File: src/rtl/dram_model_pkg.sv
package dram_model_pkg;
  typedef enum logic [2:0] {
    K_NONE     = 3'd0,
    K_READ     = 3'd1,
    K_EARLY_WR = 3'd2,
    K_LATE_WR  = 3'd3,
    K_ROW_REF  = 3'd4,
    K_CBR      = 3'd5
  } cyc_kind_e;

  typedef enum logic [1:0] {ST_IDLE, ST_ROW, ST_CBR} phase_e;
  typedef enum logic [1:0] {ACC_NONE, ACC_READ, ACC_DONE} acc_e;
endpackage

File: src/rtl/dram_strobe_ctrl.sv
module dram_strobe_ctrl
  import dram_model_pkg::*;
#(
  parameter int ROW_W  = 3,
  parameter int COL_W  = 3,
  parameter int ADDR_W = 3
) (
  input  logic                   clk_i,
  input  logic                   rst_ni,
  input  logic                   ras_ni,
  input  logic                   cas_ni,
  input  logic                   we_ni,
  input  logic                   oe_ni,
  input  logic [ADDR_W-1:0]      addr_i,
  input  logic [ROW_W-1:0]       ref_row_i,
  output logic                   wr_en_o,
  output logic [ROW_W+COL_W-1:0] wr_addr_o,
  output logic [ROW_W+COL_W-1:0] rd_addr_o,
  output logic                   drive_o,
  output logic [2:0]             kind_o,
  output logic                   cbr_end_o,
  output logic                   act_o,
  output logic [ROW_W-1:0]       act_row_o
);
  logic ras_q, cas_q, we_q;
  logic ras_fall, ras_rise, cas_fall, cas_rise, we_fall;
  phase_e    st_q, st_d;
  acc_e      acc_q, acc_d;
  cyc_kind_e kind_q, kind_d;
  logic [ROW_W-1:0] row_q, row_d;
  logic [COL_W-1:0] col_q, col_d;
  logic seen_q, seen_d, drive_d;

  assign ras_fall = ras_q & ~ras_ni;
  assign ras_rise = ~ras_q & ras_ni;
  assign cas_fall = cas_q & ~cas_ni;
  assign cas_rise = ~cas_q & cas_ni;
  assign we_fall  = we_q & ~we_ni;

  always_comb begin
    st_d = st_q; acc_d = acc_q; kind_d = kind_q;
    row_d = row_q; col_d = col_q; seen_d = seen_q;
    wr_en_o = 1'b0; wr_addr_o = {row_q, col_q};
    cbr_end_o = 1'b0; act_o = 1'b0; act_row_o = addr_i[ROW_W-1:0];
    unique case (st_q)
      ST_IDLE: if (ras_fall) begin
        act_o = 1'b1;
        if (!cas_ni) begin
          st_d = ST_CBR; kind_d = K_CBR; act_row_o = ref_row_i;
        end else begin
          st_d = ST_ROW; row_d = addr_i[ROW_W-1:0]; seen_d = 1'b0; acc_d = ACC_NONE;
        end
      end
      ST_ROW: begin
        if (ras_rise) begin
          st_d = ST_IDLE; acc_d = ACC_NONE;
          if (!seen_q) kind_d = K_ROW_REF;
        end else if (cas_fall) begin
          col_d = addr_i[COL_W-1:0]; seen_d = 1'b1;
          if (!we_ni) begin
            wr_en_o = 1'b1; wr_addr_o = {row_q, addr_i[COL_W-1:0]};
            kind_d = K_EARLY_WR; acc_d = ACC_DONE;
          end else begin
            kind_d = K_READ; acc_d = ACC_READ;
          end
        end else if (cas_rise) begin
          acc_d = ACC_NONE;
        end else if (acc_q == ACC_READ && we_fall && !cas_ni) begin
          wr_en_o = 1'b1; kind_d = K_LATE_WR; acc_d = ACC_DONE;
        end
      end
      ST_CBR: if (ras_rise) begin
        st_d = ST_IDLE; cbr_end_o = 1'b1;
      end
      default: st_d = ST_IDLE;
    endcase
    drive_d = (st_d == ST_ROW) && (acc_d == ACC_READ) && !ras_ni && !cas_ni && !oe_ni && we_ni;
  end

  always_ff @(posedge clk_i or negedge rst_ni) begin
    if (!rst_ni) begin
      ras_q <= 1'b1; cas_q <= 1'b1; we_q <= 1'b1;
      st_q <= ST_IDLE; acc_q <= ACC_NONE; kind_q <= K_NONE;
      row_q <= '0; col_q <= '0; seen_q <= 1'b0; drive_o <= 1'b0;
    end else begin
      ras_q <= ras_ni; cas_q <= cas_ni; we_q <= we_ni;
      st_q <= st_d; acc_q <= acc_d; kind_q <= kind_d;
      row_q <= row_d; col_q <= col_d; seen_q <= seen_d; drive_o <= drive_d;
    end
  end

  assign rd_addr_o = {row_q, col_q};
  assign kind_o    = kind_q;
endmodule

File: config.mk
export PLATFORM = sky130hd
export DESIGN_NAME = dram_strobe_ctrl
export DESIGN_NICKNAME = d
export VERILOG_FILES = /design/src/rtl/dram_model_pkg.sv /design/src/rtl/dram_strobe_ctrl.sv
export SDC_FILE = /design/constraint.sdc
export NUM_CORES = 1
export LEC_CHECK = 0
export ABC_AREA = 1
export BUFFER_PORTS_ARGS = -buffer_cell sky130_fd_sc_hd__buf_2
export CAP_MARGIN = 20
export CORE_MARGIN = 5
export CORE_UTILIZATION = 53
export CTS_CLUSTER_SIZE = 28
export DETAILED_ROUTE_END_ITERATION = 8
export PLACE_DENSITY = 0.79
export RECOVER_POWER = 50
export SYNTH_ARGS = -nofsm -noshare
export SYNTH_HDL_FRONTEND = slang
export SYNTH_SLANG_ARGS = --single-unit
File: constraint.sdc
create_clock -name clk_i -period 2.2 [get_ports clk_i]
set_input_delay 0.22 -clock clk_i [delete_from_list [all_inputs] [get_ports clk_i]]
set_output_delay 0.22 -clock clk_i [all_outputs]
set_load 0.03 [all_outputs]
# == Word level (Yosys, flattened, before mapping) ==
# Cells that the tools add are included.
# op_classes
eq_ne,13
mux,43
n_bitwise,11
reduce_logical,17
# op_table
cell,count
2-to-1 mux 3 bit,14
2-to-1 mux 2 bit,11
2-to-1 mux 1 bit,14
"!= test 2 bit, second input constant",5
"equality test 2 x 1 -> 1 bit, second input constant",4
"!= test 4 bit, second input constant",2
one-hot mux 2 bit (2 select lines),2
logical AND 1 bit,7
inverter 1 bit,6
one-hot mux 3 bit (2 select lines),1
AND reduction 3 bit,2
AND reduction 6 bit,1
AND 1 bit,5
AND reduction 5 bit,1
logical NOT 1 bit,3
"!= test 3 bit, second input constant",1
"equality test 2 bit, second input constant",1
logical NOT 2 bit,1
one-hot mux 1 bit (2 select lines),1
nonzero test 2 bit,1
OR reduction 2 bit,1
# totals
register_bits,18
output_inout_bits,22
wordCells,94

# == Logic depth before layout (Yosys ltp) ==
# depth
word_depth,15
mapped_depth,11
depth_no_buf,10

# == Worst setup path after synthesis ==
# Ideal clock, no wire load.
# synth_timing
path_kind,flip-flop to output port
start,reg st_q[1]
end,out act_row_o[0]
arrival_ns,2.062
required_time_ns,1.980
slack_ns,-0.082
stages_incl_launch_ff,8
path_buffers,1
path_cell_list,dfrtp_1 -> inv_1 -> ha_1 -> buf_2 -> inv_1 -> nor2_1 -> nand2_1 -> a21oi_1
# synth_between
elab_chain_len,2
# synth_lines
item,line,rtl
from (decl),dram_strobe_ctrl.sv:27,"phase_e st_q, st_d;"
from (signal assigned),dram_strobe_ctrl.sv:83,st_q <= ST_IDLE; acc_q <= ACC_NONE; kind_q <= K_NONE;
from (signal assigned),dram_strobe_ctrl.sv:87,st_q <= st_d; acc_q <= acc_d; kind_q <= kind_d;
logical NOT 2 bit,dram_strobe_ctrl.sv:45,unique case (st_q)
2-to-1 mux 3 bit,dram_strobe_ctrl.sv:45,
to (decl),dram_strobe_ctrl.sv:23,output logic [ROW_W-1:0] act_row_o
# Every way passes these cells.

# == Final worst setup path ==
# layout_timing
start,reg st_q[0]
end,out act_row_o[1]
# Same word-level chain as after synthesis.

==> key figures <==
STA
  • Worst clock skew: 4.25 ps
  • Tightest Pin Transition: 955 ps
  • Final setup margin: between 100 and 150 ps
  • Final hold vios: 0
  • RSZ-0062 raised after global routing: false
  • Fmax: 487 MHz
  • Final Slew Violations: 0
  • Minimum clock period: ~2100 ps
  • Worst rel slew slack: between 30% and 40%
  • Period utilization: 93.4%
  • Final setup fails: 0

Global routing
  • Initial antenna violation count: 0
  • GRT met3 Usage: 2.45%
  • Grt ovf: 0
  • Total GRT Usage: 16.7%
  • Vias in the first global route: 907
  • First-pass GRT wire length: 3610 um
  • Grt met1 use: 18.6%
  • GR Util met2: 31.3%
  • GRT Max-Usage Layer: met2
  • Largest net degree at the start of global routing: 19

Hold path
  • Worst hold path type: input port to register

Floorplanning
  • Effective utilization at floorplan: 54.6%
  • Die height: approximately 55 um
  • Ports: 34
  • Die ar.: about 3000 sq um
  • Die X: 54.7 um
  • Core area: ~2000 sq um
  • Row count: 16

Placed design
  • # port buffers: 33
  • HPWL Detailed: 1760 um
  • GP Congestion: roughly 0.82
  • Dpl cells: about 200
  • Dpl ws: between 400 and 500 ps

Synthesis
  • Multiplexer area fraction after synthesis: 0%
  • Count leader, synth: nand2_1
  • Ys Warns: 0
  • Unique masters post-synth: 23
  • Adder-cell share of the synthesized area: 4.72%
  • Post-Syn Area: 1060 sq um
  • Combinational family with the most area after synthesis: simple AND/OR/NAND/NOR gates
  • Post-synthesis compound-gate area fraction: between 10% and 20%
  • Post-Synth Simple-Gate Area: 31.8%
  • Async S/R FF share, synth: 100%
  • Most common library cells after synthesis: 37 x nand2_1, 15 x dfrtp_1, 14 x inv_1
  • Cell type with the largest total area after synthesis: dfrtp_1
  • Most used DFF post-synth: dfrtp_1
  • XOR/XNOR Fraction of Synth Area: 0%
  • Sequential share of the synthesized area: 42.8%
  • Synth Net Count: 155
  • Yosys reg bits: 18
  • Area share of the largest cell type after synthesis: roughly 35%
  • Post-Syn Area per Cell: 7.63 sq um
  • Cells after Synth: 139
  • Top cells by area, synth: dfrtp_1 35%, nand2_1 13%, dfstp_2 7.4%
  • Post-synth EDFFs: 0

Setup path
  • Reg2Reg Setup Slack: 580 ps
  • Worst EP arrival: 1830 ps
  • Max FO, Critical Path: 8
  • CP endpoint kind: primary output
  • Worst Setup Start Kind: register
  • CP required: approximately 2000 ps
  • WS Path Type: register to primary output

Clock tree
  • CTS root buf: clkbuf_4
  • Worst-Skew Late Latency: 290 ps
  • Clock Sinks: 18
  • Htree depth: 1
  • CTS buffer count: 3
  • CTS tree: yes
  • Clock transition at path regs: 100 ps
  • Clock Tree Buf Depth: 2

Layout
  • ANT cells: 0
  • Non-filler cells, final: 200
  • Register area: between 400 and 500 sq um
  • Area of the multi-input gates: 509 sq um
  • Synthesis-to-layout area growth: 19.6%
  • Share of layout cells above drive strength 1: roughly 28%
  • # fillers: 195
  • Final nets: 190

Drt
  • Via count: 969
  • Total wire length: 2230 um
  • DR pass1 iterations: 4
  • Post-DRT Antenna Nets: 0
  • Routed vias/inst: 4.85
  • Post-route DRC: 0
  • Number of DRC markers in iteration 0: 22
  • Avg WL per Cell: 11.2 um

Run status
  • Outcome: finished, final reports clean

Pwr
  • Final Power: between 1500 and 2000 uW
  • PwrDens: 1320 nW/um^2
  • Peak supply drop: 0.000784 V
  • Leak pwr: 0.000683 uW

Run
  • Max_cap viols: 0
==> final cells by class <==
cell class / count / area share (%)
inverters: 20 / 5.92
repair buffers: 34 / 12.6
well taps: 27 / 2.66
multi-input cells: 97 / 40.1
clock buffers: 4 / 2.86
flip-flops and latches: 18 / 35.8
==> flip-flops by register name, indices dropped and copies added (netlist names) <==
signal	flops
kind_o	3
cas_q	1
st_q	2
acc_q	2
we_q	1
ras_q	1
drive_o	1
seen_q	1
col_q	3
row_q	3
==> path summary, 6_finish.rpt <==
check / startpoint / end / cells after the start
min reg2reg: kind_o[1]$_DFFE_PN0P_ / kind_o[1]$_DFFE_PN0P_ / 2
min: we_ni / we_q$_DFF_PN1_ / 1
max: st_q[0]$_DFF_PN0_ / act_row_o[1] / 7
min in group asynchronous: rst_ni / seen_q$_DFFE_PN0P_ / 2
max reg2reg: st_q[0]$_DFF_PN0_ / drive_o$_DFF_PN0_ / 8
max in group asynchronous: rst_ni / acc_q[1]$_DFF_PN0_ / 2
==> layer usage <==
layer	routed length [um]	share of wire, %
met5	0	0
met4	21	0.94
met3	159	7.1
met2	1070	48
met1	977	44
==> critical path: stages (launching register included) <==
cell and delay, ps:
dfrtp_1 420, inv_1 120, ha_2 280, inv_1 60
nor2_1 120, nand2_1 150, a21oi_1 170, buf_2 210
==> power by group <==
group / internal, uW / leakage (uW) / switching (uW)
Combinational: 287 / 0.000438 / 663
Clock: 101 / 0.0000210 / 101
Sequential: 447 / 0.000224 / 73.4
Total: 836 / 0.000683 / 838
==> stage by stage <==
stage / util, % / hold WS [ps] / instance area, sq um / TNS, ps
2_1_floorplan: - / -75.6 / 1060 / -247
3_3_place_gp: 63.5 / 163 / 1230 / 0
3_5_place_dp: 63.5 / 173 / 1230 / 0
4_1_cts: 65.9 / 43.3 / 1280 / 0
5_1_grt: 65.3 / 52.2 / 1270 / 0
6_report: 65.3 / 50.1 / 1270 / 0
==> placed cells by master, fill, tap and decap left out, drive strengths merged <==
cell type | synthesis | final
nor2 | 16 | 16
ha | 4 | 4
nand3 | 9 | 9
o21ai | 13 | 13
dfrtp | 15 | 15
nor3 | 1 | 1
dfstp | 3 | 3
clkinv | 1 | 1
nand4 | 3 | 3
buf | 4 | 21
a21oi | 8 | 8
nand2 | 42 | 42
clkbuf | 0 | 16
a21boi | 1 | 1
inv | 19 | 19
dlygate4sd3 | 0 | 1
==> cells by family (layout without fill, tap and decap cells) <==
group | count (synthesis) | in the layout
and+or+nand+nor | 71 | 71
buffers and inverters | 24 | 58
AOI/OAI and AO/OA | 22 | 22
DFF | 18 | 18
adders and majority gates | 4 | 4
==> repair_timing <==
action	4_1_cts	5_1_grt
hold buffers	1	0
setup endpoints to repair	0	6
endpoints found under the hold margin	15	0
gates resized for setup	0	2
setup buffers	0	0
No activity file was read; power rests on OpenSTA's default activity.
